<file path="src/rtl/divload_pkg.sv">
// Shared widths and the limit for the serial divide-ratio loader.
// Assumes the swallow and programmable fields together are at least as wide as the reference field.
package divload_pkg;
    localparam int SWALLOW_W = 6;
    localparam int PROG_W    = 12;
    localparam int REF_W     = 14;
    localparam int MIN_RATIO = 5;
endpackage

</file>
<file path="src/rtl/divload_shift.sv">
// Serial input stage: detects rising edges of the sampled serial clock
// and shifts data in. The newest bit goes to a one-bit select register,
// and the bit it displaces moves into the top of the data register.
// Assumes ser_clk/ser_data are already synchronous to clk.
module divload_shift #(
    parameter int DATA_W = 18
) (
    input  logic              clk,
    input  logic              rst_n,
    input  logic              ser_clk,
    input  logic              ser_data,
    output logic [DATA_W-1:0] word,
    output logic              sel
);
    logic sclk_q;
    logic step;

    // edge detect of the serial clock against last cycle's sample
    assign step = ser_clk & ~sclk_q;

    // remember the serial clock level
    always_ff @(posedge clk) begin
        if (!rst_n) sclk_q <= 1'b0;
        else        sclk_q <= ser_clk;
    end

    // shift one bit per detected edge, oldest bit toward index 0
    always_ff @(posedge clk) begin
        if (!rst_n) begin
            word <= '0;
            sel  <= 1'b0;
        end else if (step) begin
            word <= {sel, word[DATA_W-1:1]};
            sel  <= ser_data;
        end
    end
endmodule

</file>
<file path="src/rtl/divload_latch.sv">
// Holding register with a written-once flag. Loads d on every clk edge
// where we is high. Assumes we is already qualified by the select bit.
module divload_latch #(
    parameter int W = 14
) (
    input  logic         clk,
    input  logic         rst_n,
    input  logic         we,
    input  logic [W-1:0] d,
    output logic [W-1:0] q,
    output logic         valid
);
    // capture the word and mark the register as written
    always_ff @(posedge clk) begin
        if (!rst_n) begin
            q     <= '0;
            valid <= 1'b0;
        end else if (we) begin
            q     <= d;
            valid <= 1'b1;
        end
    end
endmodule

</file>
<file path="src/rtl/divload_range.sv">
// Legality flags for the latched ratios. Purely combinational.
// Assumes the valid inputs come from the matching holding registers.
module divload_range #(
    parameter int SW_W  = 6,
    parameter int PG_W  = 12,
    parameter int RF_W  = 14,
    parameter int MINV  = 5
) (
    input  logic            ref_valid,
    input  logic            main_valid,
    input  logic [RF_W-1:0] ref_ratio,
    input  logic [SW_W-1:0] swallow,
    input  logic [PG_W-1:0] prog_cnt,
    output logic            ref_ok,
    output logic            main_ok
);
    localparam int CMP_W = (PG_W > SW_W) ? PG_W : SW_W;

    logic [CMP_W-1:0] sw_ext;
    logic [CMP_W-1:0] pg_ext;

    // widen both counts to one width for the compare
    always_comb begin
        sw_ext = CMP_W'(swallow);
        pg_ext = CMP_W'(prog_cnt);
    end

    // reference ratio must reach the minimum
    assign ref_ok  = ref_valid && (32'(ref_ratio) >= MINV);
    // programmable count must reach the minimum and exceed the swallow count
    assign main_ok = main_valid && (32'(prog_cnt) >= MINV) && (sw_ext < pg_ext);
endmodule

</file>
<file path="src/rtl/divider_loader.sv">
// Top of the serial divide-ratio loader. One shift stage feeds two
// holding registers. A select bit of 1 loads the reference register
// and 0 loads the main register, while the load strobe is high.
// Assumes the serial inputs are synchronous to clk.
module divider_loader
    import divload_pkg::*;
#(
    parameter int SW_W = SWALLOW_W,
    parameter int PG_W = PROG_W,
    parameter int RF_W = REF_W,
    parameter int MINV = MIN_RATIO
) (
    input  logic            clk,
    input  logic            rst_n,
    input  logic            ser_clk,
    input  logic            ser_data,
    input  logic            ser_load,
    output logic [RF_W-1:0] ref_ratio,
    output logic [SW_W-1:0] swallow,
    output logic [PG_W-1:0] prog_cnt,
    output logic            ref_valid,
    output logic            main_valid,
    output logic            ref_ok,
    output logic            main_ok
);
    localparam int DATA_W = SW_W + PG_W;
    localparam int REF_LO = DATA_W - RF_W;

    logic [DATA_W-1:0] word;
    logic              sel;
    logic              we_ref;
    logic              we_main;
    logic [DATA_W-1:0] main_q;

    divload_shift #(.DATA_W(DATA_W)) u_shift (
        .clk(clk), .rst_n(rst_n), .ser_clk(ser_clk), .ser_data(ser_data),
        .word(word), .sel(sel)
    );

    // strobe gated by the decoded select bit
    assign we_ref  = ser_load & sel;
    assign we_main = ser_load & ~sel;

    divload_latch #(.W(RF_W)) u_ref (
        .clk(clk), .rst_n(rst_n), .we(we_ref), .d(word[DATA_W-1:REF_LO]),
        .q(ref_ratio), .valid(ref_valid)
    );

    divload_latch #(.W(DATA_W)) u_main (
        .clk(clk), .rst_n(rst_n), .we(we_main), .d(word),
        .q(main_q), .valid(main_valid)
    );

    // swallow field arrives first and so sits at the low end
    assign swallow  = main_q[SW_W-1:0];
    assign prog_cnt = main_q[DATA_W-1:SW_W];

    divload_range #(.SW_W(SW_W), .PG_W(PG_W), .RF_W(RF_W), .MINV(MINV)) u_range (
        .ref_valid(ref_valid), .main_valid(main_valid), .ref_ratio(ref_ratio),
        .swallow(swallow), .prog_cnt(prog_cnt), .ref_ok(ref_ok), .main_ok(main_ok)
    );
endmodule

</file>
<file path="config.mk">
export PLATFORM = sky130hd
export DESIGN_NAME = divider_loader
export DESIGN_NICKNAME = d
export VERILOG_FILES = /design/src/rtl/divload_pkg.sv /design/src/rtl/divload_shift.sv /design/src/rtl/divload_latch.sv /design/src/rtl/divload_range.sv /design/src/rtl/divider_loader.sv
export SDC_FILE = /design/constraint.sdc
export NUM_CORES = 1
export LEC_CHECK = 0
export ABC_AREA = 1
export BUFFER_PORTS_ARGS = -buffer_cell sky130_fd_sc_hd__buf_4
export CELL_PAD_IN_SITES_DETAIL_PLACEMENT = 0
export CELL_PAD_IN_SITES_GLOBAL_PLACEMENT = 1
export CORE_ASPECT_RATIO = 0.8
export CORE_MARGIN = 1.5
export CORE_UTILIZATION = 35
export DETAILED_ROUTE_END_ITERATION = 8
export PLACE_DENSITY_LB_ADDON = 0.3
export SKIP_CTS_REPAIR_TIMING = 1
export SLEW_MARGIN = 20
export SYNTH_ARGS = -nofsm -noshare
export SYNTH_HDL_FRONTEND = slang
export SYNTH_SLANG_ARGS = --single-unit
export TNS_END_PERCENT = 30
</file>
<file path="constraint.sdc">
create_clock -name clk -period 1.3 [get_ports clk]
set_input_delay 0.065 -clock clk [delete_from_list [all_inputs] [get_ports clk]]
set_output_delay 0.065 -clock clk [all_outputs]
set_load 0.02 [all_outputs]
</file>
# Word-level counts from Yosys, hierarchy flattened
# Cells that the tools add are included.
# W data, S select, Z words.
# totals
elab_cells	18
register_bits	54
input_bits	5
out_inout_bits	36
# op_classes
n_reduce_logical	3
order_cmp	3
n_bitwise	5
# op_table
cell	n
$ge A14 B3 Y1 const B	1
$ge A12 B3 Y1 const B	1
$lt A6 B12 Y1	1
$and A1 B1 Y1	3
$logic_and A1 B1 Y1	3
$not A1 Y1	2

# Longest topological paths before layout
# Gate-level depths: netlist (run 1).
# depth
ltp_word	3
depth_mapped	9
mapped_depth_nobuf	9

# Modules after synthesis
# From an unflattened synthesis (run 1), not the netlist that was laid out.
# unflattened
cells_unflattened	383
area_unflattened_um2	2513.7
# modules_own_cells
module	n_inst	cells_per_inst	area_each_um2
divload_shift	1	126	847.1
divload_latch at u_main	1	116	799.5
divload_latch at u_ref	1	90	601.8
divload_range	1	47	247.7
divider_loader	1	4	17.5

# Worst setup path before layout (run 1)
# Ideal clock, no wire load.
# synth_timing
path_kind	reg-to-output
start	register u_main.q[11]
end	output port main_ok
n_path_buf	0
required_ns	1.235
setup_slack_ns	-0.038
t_arrival_ns	1.273
path_stages_with_launch	10
path_cell_list	dfxtp_1 inv_1 ha_1 nand2_1 nand2_1 nand2_1 nand2_1 nor2_1 nand2_1 nand2_1
# synth_via
elab_chain_cells	3
word_cells_on_any_way	4
# synth_lines
item	line_no	source
start, declared	divload_latch.sv:10	output logic [W-1:0] q,
start signal, assigned	divload_latch.sv:16	q <= '0;
start signal, assigned	divload_latch.sv:19	q <= d;
$ge A12 B3 Y1	divload_range.sv:31	assign main_ok = main_valid && (32'(prog_cnt) >= MINV) && (sw_ext < pg_ext);
$logic_and A1 B1 Y1	divload_range.sv:31	
$logic_and A1 B1 Y1 *	divload_range.sv:31	
end, declared	divider_loader.sv:24	output logic main_ok
# Mark *: on every way between the ends. The rest lies on a longest branch, timed or not.

# Worst setup path after layout (run 1)
# layout_timing
start	register u_main.q[2]
end	output port main_ok
# layout_via
elab_chain_cells	2
# layout_lines
item	line_no
$lt A6 B12 Y1	divload_range.sv:31
$logic_and A1 B1 Y1	divload_range.sv:31
# Every way passes these cells.

==> results of run 1 <==
## cell type report
cell class / count / area, um^2 / share of cell area
flip-flops and latches: 54 / 1090 / 0.407
multi-input cells: 193 / 928 / 0.346
repair buffers: 49 / 374 / 0.140
clock buffers: 6 / 82.6 / 0.0308
clock inverters: 1 / 30.0 / 0.0112
inverters: 17 / 73.8 / 0.0275
well taps: 81 / 101 / 0.0378
## per-stage QoR
step / cells / power [uW] / setup slack (ns)
floorplan: 277 / 2300 / 0.00321
global placement: 387 / 2510 / 0.0551
detailed placement: 387 / 2510 / 0.0578
CTS: 394 / 3640 / -0.289
global route: 401 / 3870 / -0.320
finish: 401 / 3670 / -0.221
## cells in the mapped netlist, types with 2 or more instances
library cell	n	area share
sky130_fd_sc_hd__a21oi_1	8	0.019
sky130_fd_sc_hd__buf_1	2	0.0036
sky130_fd_sc_hd__buf_4	2	0.0071
sky130_fd_sc_hd__buf_6	4	0.021
sky130_fd_sc_hd__clkbuf_1	3	0.0053
sky130_fd_sc_hd__dfxtp_1	54	0.51
sky130_fd_sc_hd__ha_1	5	0.030
sky130_fd_sc_hd__inv_1	13	0.023
sky130_fd_sc_hd__inv_2	3	0.0053
sky130_fd_sc_hd__nand2_1	16	0.029
sky130_fd_sc_hd__nor2_1	103	0.18
sky130_fd_sc_hd__o21ai_0	45	0.11
sky130_fd_sc_hd__o21ai_1	7	0.017
## logic make-up (layout without fill, tap and decap cells)
group / Yosys count / count (layout) / share of synthesized area
flip-flops: 54 / 54 / 0.513
AO/OA/AOI/OAI: 62 / 62 / 0.149
adder cells (fa/ha/maj): 5 / 5 / 0.0297
AND/OR/NAND/NOR: 126 / 126 / 0.234
buffers and inverters: 30 / 73 / 0.0737
## sequential cells by signal, indices dropped and copies added (netlist names)
signal,count
u_shift.word,18
u_shift.sclk_q,1
u_ref.valid,1
u_ref.q,14
u_main.q,18
u_main.valid,1
u_shift.sel,1
## report_power, final
group,switching [uW],total [uW],leakage (uW),internal [uW]
Combinational,373,651,0.000708,278
Clock,522,1140,0.0000573,617
Sequential,109,1880,0.000447,1780
Total,1000,3670,0.00121,2670
## critical path, stage by stage, from the launching register on
cell and delay [ns]:
sky130_fd_sc_hd__dfxtp_1 0.43, sky130_fd_sc_hd__ha_4 0.23, sky130_fd_sc_hd__nand2_1 0.06, sky130_fd_sc_hd__inv_1 0.04, sky130_fd_sc_hd__nand2_1 0.05, sky130_fd_sc_hd__nand2_1 0.05, sky130_fd_sc_hd__nand2_1 0.06, sky130_fd_sc_hd__nand2_1 0.05
sky130_fd_sc_hd__nand2_1 0.07, sky130_fd_sc_hd__buf_6 0.11
## path summary, 6_finish.rpt
check / start / to / cells past startpoint
worst max register to register: u_shift.sel$_SDFFE_PN0P_ / u_main.q[9]$_SDFFE_PN0P_ / 4
worst min register to register: u_main.q[10]$_SDFFE_PN0P_ / u_main.q[10]$_SDFFE_PN0P_ / 2
worst min-delay path: ser_data / u_shift.sel$_SDFFE_PN0P_ / 3
worst max-delay path: u_main.q[2]$_SDFFE_PN0P_ / main_ok / 9
## per-layer routing
metal	vias to the layer above	global-route usage	wire, um	share of wire
li1	969	-	-	-
met1	829	0.200	2350	0.49
met2	24	0.247	2240	0.47
met3	4	0.0335	137	0.029
met4	0	0.0423	35	0.0073
met5	-	0	0	0
==> flow_results.org, run 1 <==
** Status
- The flow ran to the end, but the final reports show violations.
- The checks that failed: negative hold slack, negative setup slack.

** Route
- Remaining antenna violation count after routing :: 0
- Routed vias :: 1,826
- Number of design-rule violations left by the first detailed-router iteration :: 81
- After detailed routing, the average wire length per cell comes to 11.9 um.
- After detailed routing, the number of remaining DRC violations is 0.
- Dividing the detail-routed via count by the number of cells gives 4.55.
- Drt total wl :: 4760 um
- The first detailed-routing pass took 4 iterations.

** Clock tree
- TritonCTS built the clock tree.
- Total number of H-tree levels :: 2
- Maximum clock path buffer count :: 2
- Num Clock Sinks :: 54
- CTS placed an instance of sky130_fd_sc_hd__clkbuf_8 at the clock tree root.
- TritonCTS Buffers :: 5
- Clock latency reported for the late side of the worst-skew pair :: 0.30 ns
- Clock transition at the register clock pins on the worst setup and hold paths after CTS :: 0.09 ns

** Global route
- The number of antenna violations at the first check in global routing is 0.
- Maximum number of pins on one net before global-route repair :: 54
- The via count of the first global-routing pass is 1,631.
- The first global-routing pass estimated 7870 um of wire.
- For this run the aggregate overflow at the end of global routing stands at 0.
- For this run, the total global-route usage over all layers was measured as 0.150.

** Synthesis
- Proportion of synthesized chip area in sequential cells :: 0.513
- The number of different library cells used by synthesis comes to 25.
- Yosys reg bits :: 54
- In the synthesized netlist, the number of instances is 277.
- A synthesized cell averages 7.60 um^2.
- Warnings, synthesis :: 0
- Counting every net in the synthesized netlist gives 287.
- After synthesis the cells add up to 2110 um^2.
- Count of flip-flops with a built-in enable after synthesis :: 0
- The most used flip-flop cell after synthesis is sky130_fd_sc_hd__dfxtp_1.
- After synthesis, the share of flip-flops with an asynchronous set or reset is 0.

** Worst setup path
- Setup slack on the worst reg-to-reg path comes out at 0.13 ns.
- Critical path peak fanout :: 3
- Data arrival time of the critical path :: 1.46 ns
- For the worst setup path, the data required time is 1.24 ns.
- The worst setup path is launched from a register.
- The worst setup path is captured at an output pin.
- Type of the setup path with the least slack :: reg -> out

** STA
- Final worst setup slack :: -0.221 ns
- After layout, the minimum clock period comes to 1.52 ns.
- For the final database, setup skew stands at 0.00392 ns.
- Worst relative slew slack :: 0.725
- Min Hold Slack :: -0.00637 ns
- In the final timing run, aggregate negative setup slack is -0.221 ns.
- The number of pins exceeding their max-slew limit in the final report was 0.
- Final-report setup violation count :: 1
- Setup repair after global routing missed its margin :: yes
- Actual slew at the worst max-slew pin :: 0.413 ns
- Share of the clock period used by the worst path after layout :: 1.17
- Number of failing hold endpoints at the final stage :: 1
- Highest Clock Rate :: 0.657 GHz

** Place
- Routability-driven placement finished with a final weighted congestion of 0.739.
- Summing all placed instances gives a cell area of 2430 um^2.
- IO Port Bufs :: 40
- After legalization and detailed placement, the total HPWL measured 3260 um.

** Die
- The initial utilization of the core area, before any placement, comes to 0.360.
- I/O pin total :: 41
- The floorplan has 25 rows.
- Die span in y :: 72.4 um
- Floorplan die width :: 89.7 um
- The floorplan step defined a die boundary enclosing 6490 um^2.
- Placeable Area :: 5850 um^2

** Final layout
- Antenna Cells :: 0
- Final-stage net count :: 330
- The library cell used most frequently in the layout, excluding fill and tap cells, is sky130_fd_sc_hd__nor2_1.
- Commonest cells after routing, fill and taps aside :: 103 x sky130_fd_sc_hd__nor2_1, 47 x sky130_fd_sc_hd__buf_4, 46 x sky130_fd_sc_hd__dfxtp_1
- The area growth from synthesis to layout is 27.3%.
- The finished cells cover 2680 um^2.
- Post-route core utilization :: 0.458
- Fraction of final layout cells with drive strength greater than 1 :: 0.256
- Fillers :: 619

** Pwr
- In this run the static leakage power is 0.00121 uW.
- Power per standard cell area :: 1370 nW/um^2
- Worst vdd ir :: 0.000675 V

** Job
- Number of max-capacitance violations reported :: 0

** Hold path
- Worst hold path type :: in -> reg
Power figures use the tool's default switching activity.
==> run 2, diff against run 1 <==
SYNTH_HIERARCHICAL = 1   (was default)
==> run 2 against run 1 <==
Final area rose by 13%. Total power shrank 0.60%. Clock power is 14% lower. Critical path depth grew 1. Synthesized cell count increased by 38%. Register-to-register slack gained 0.16 ns. The run ends with negative setup slack left.
==> flow_results.org, run 2 <==
** Status
- Result of the run :: finished, violations left
- Failing checks :: negative setup slack

** Final layout
- Commonest cells after routing, fill and taps aside :: 107 x sky130_fd_sc_hd__nor2_1, 95 x sky130_fd_sc_hd__nand2_1, 62 x sky130_fd_sc_hd__inv_1
- P&R area growth vs syn :: 21.0%
- Fraction of final layout cells with drive strength greater than 1 :: 0.189
- For this run, the post-layout net count is 433.
- Layout Cell Area excl Fill :: 3040 um^2
- Most common cell after layout, fill and taps aside :: sky130_fd_sc_hd__nor2_1
- The largest registers in the layout are u_main/q: 18 flops, u_shift/word: 18 flops, u_ref/q: 14 flops.
- 0 antenna diodes ended up in the layout.

** Clock tree
- The clock reaches the later pin of the worst-skew pair after 0.31 ns.
- Clock transition at the register clock pins on the worst setup and hold paths after CTS :: 0.10 ns
- Counting along the longest clock path gives a buffer depth of 2.
- TritonCTS Buffers :: 5
- The cell sitting at the root of the clock tree is a sky130_fd_sc_hd__clkbuf_8.
- TritonCTS clock tree :: built
- Total number of H-tree levels :: 2
- Num Clock Sinks :: 54

** Die
- The total area inside the core boundary comes to 6930 um^2.
- 41 I/O pins were placed.
- The die covers 7700 um^2.
- Die span in y :: 78.8 um
- Number of placement rows :: 27
- The die is 97.8 um wide.
- Initial Util :: 0.363

** Pwr
- Static Leak :: 0.00149 uW
- Power per standard cell area :: 1200 nW/um^2
- Worst vdd ir :: 0.000448 V

** Synthesis
- Biggest area contributors in the synthesized netlist :: sky130_fd_sc_hd__dfxtp_1 43%, sky130_fd_sc_hd__nor2_1 16%, sky130_fd_sc_hd__nand2_1 15%, sky130_fd_sc_hd__inv_1 9.4%, sky130_fd_sc_hd__nand3_1 4.0%
- Count of unique library cells instantiated by Yosys :: 23
- Synth area leader :: sky130_fd_sc_hd__dfxtp_1
- Syn Std Cell Area :: 2510 um^2
- By count the netlist is led by 108 x sky130_fd_sc_hd__nor2_1, 98 x sky130_fd_sc_hd__nand2_1, 63 x sky130_fd_sc_hd__inv_1, 54 x sky130_fd_sc_hd__dfxtp_1, 20 x sky130_fd_sc_hd__nand3_1.
- By instance count, the leading cell after synthesis is sky130_fd_sc_hd__nor2_1.
- The share of synthesized area in the top cell type comes to 0.430.
- Proportion of synthesized chip area in sequential cells :: 0.430
- Counting every instance in the synthesized netlist gives 383.
- Post-synthesis area per instance :: 6.56 um^2
- During synthesis, Yosys emitted a total of 6 warnings.
- Most used flip-flop cell after synthesis :: sky130_fd_sc_hd__dfxtp_1
- The synthesized design contains 0 enable-type register cells.
- Yosys reg bits :: 54
- Total nets after synthesis :: 393
- Share of async-settable or async-resettable flops after synthesis :: 0

** Route
- Summed over all nets, wire length on met2 after detailed routing comes to 2360 um.
- Summed over all nets, wire length on met3 after detailed routing comes to 203 um.
- For this block, the routed nets add up to 5300 um of wire.
- Routed vias :: 2,225
- Remaining antenna violation count after routing :: 0
- Number of design-rule violations left by the first detailed-router iteration :: 84
- In the final routing, the length of wire on met1 measures 2680 um.
- The first TritonRoute pass finished after 4 iterations.
- After detailed routing, no signal wire sits above met4.
- Using the TritonRoute via totals, the vias-per-cell ratio works out to 4.35.
- Detailed-route DRC error count :: 0
- After detailed routing, the average wire length per cell comes to 10.4 um.

** Worst setup path
- Worst Setup Start Kind :: register
- Required arrival time at the worst endpoint :: 1.24 ns
- Type of the setup path with the least slack :: reg -> out
- Critical path peak fanout :: 2
- At the worst endpoint, the arrival time is 1.46 ns.
- STA classifies the critical path endpoint as an output pin.

** STA
- For the pin with the worst max-slew slack, the measured transition is 0.358 ns.
- Share of the clock period used by the worst path after layout :: 1.17
- Setup repair after global routing missed its margin :: yes
- Post-route minimum period :: 1.52 ns
- Final worst setup slack :: -0.223 ns
- On the final layout, the worst hold slack is 0.0565 ns.
- The number of pins exceeding their max-slew limit in the final report is 0.
- Setup_tns :: -0.223 ns
- The number of hold violations in the final report was 0.
- Worst relative slew slack :: 0.761
- Final-report setup violation count :: 1
- Clock Skew :: 0.00984 ns
- Highest Clock Rate :: 0.656 GHz

** Place
- Post-detailed-placement half-perimeter wirelength :: 3710 um
- Gp weighted congestion :: 0.692
- Summing all placed instances gives a cell area of 2890 um^2.
- Minimum setup slack after placement :: 0.0928 ns
- During placement, the flow inserted port buffers numbering 40.

** Hold path
- Worst hold path type :: in -> reg

** Job
- Across the run, the number of max-cap violations was 0.

** Global route
- Maximum number of pins on one net before global-route repair :: 38
- The number of antenna violations at the first check in global routing is 0.
- Total GRT Usage :: 0.149
- Aggregate global routing overflow :: 0
- The first global-routing pass estimated 9400 um of wire.
- The via count of the first global-routing pass is 2,137.
run 2: cell count changes in the layout (fill, tap and decap cells not counted), moves of 5 or more:
| cell | before | now |
|---|---|---|
| sky130_fd_sc_hd__a21oi_1 | 7 | 0 |
| sky130_fd_sc_hd__inv_1 | 9 | 62 |
| sky130_fd_sc_hd__nand2_1 | 14 | 95 |
| sky130_fd_sc_hd__nand3_1 | 1 | 20 |
| sky130_fd_sc_hd__nor2_2 | 1 | 6 |
| sky130_fd_sc_hd__o21ai_0 | 43 | 0 |
| sky130_fd_sc_hd__o21ai_1 | 9 | 0 |
run 2: layout make-up:
class                           count  area (um^2)
Clock inverter                      1         5.00
Fill cell                         768         3880
Inverter                           65          244
Multi-Input combinational cell    248         1100
Clock buffer                        7         86.3
Tap cell                           87          109
Sequential cell                    54         1090
Timing Repair Buffer               49          409
run 2: where the power goes:
group,internal (uW),switching (uW)
sequential,1770,107
clock,431,550
combinational,337,451
total,2540,1110
run 2: per-stage QoR:
stage | power, uW | utilization | instances
2_1_floorplan | 2440 | - | 383
6_report | 3650 | 0.439 | 511
4_1_cts | 3680 | 0.431 | 511
3_5_place_dp | 2690 | 0.418 | 503
5_1_grt | 3900 | 0.439 | 511
3_3_place_gp | 2680 | 0.418 | 503
run 2: worst max-delay path, cell delays in order (launching register included):
cell	delay, ns
sky130_fd_sc_hd__dfxtp_2	0.34
sky130_fd_sc_hd__inv_1	0.06
sky130_fd_sc_hd__ha_4	0.27
sky130_fd_sc_hd__nand2_1	0.05
sky130_fd_sc_hd__inv_1	0.04
sky130_fd_sc_hd__nand2_1	0.05
sky130_fd_sc_hd__nand2_1	0.05
sky130_fd_sc_hd__nand2_1	0.04
sky130_fd_sc_hd__nand2_1	0.06
sky130_fd_sc_hd__nand2_1	0.06
sky130_fd_sc_hd__buf_6	0.14
run 2: final timing paths:
check	end	slack, ns	cells past startpoint	startpoint
max	main_ok	-0.22	10	u_main/q[9]$_SDFFE_PN0P_
min	u_shift/sel$_SDFFE_PN0P_	0.06	5	ser_data
max reg2reg	u_main/q[5]$_SDFFE_PN0P_	0.29	5	u_shift/sel$_SDFFE_PN0P_
min reg2reg	u_main/q[16]$_SDFFE_PN0P_	0.49	2	u_main/q[16]$_SDFFE_PN0P_
run 2: metal layers:
layer,global-route usage,vias to the layer above
li1,-,1191
met1,0.187,990
met2,0.253,38
met3,0.0405,6
met4,0.0429,0
met5,0,-
run 2: logic make-up after synthesis:
| logic type | Yosys count | synth area share |
|---|---|---|
| buffers and inverters | 81 | 0.151 |
| AOI/OAI and AO/OA | 6 | 0.0179 |
| adders and majority gates | 5 | 0.0249 |
| DFF | 54 | 0.430 |
| and+or+nand+nor | 237 | 0.376 |
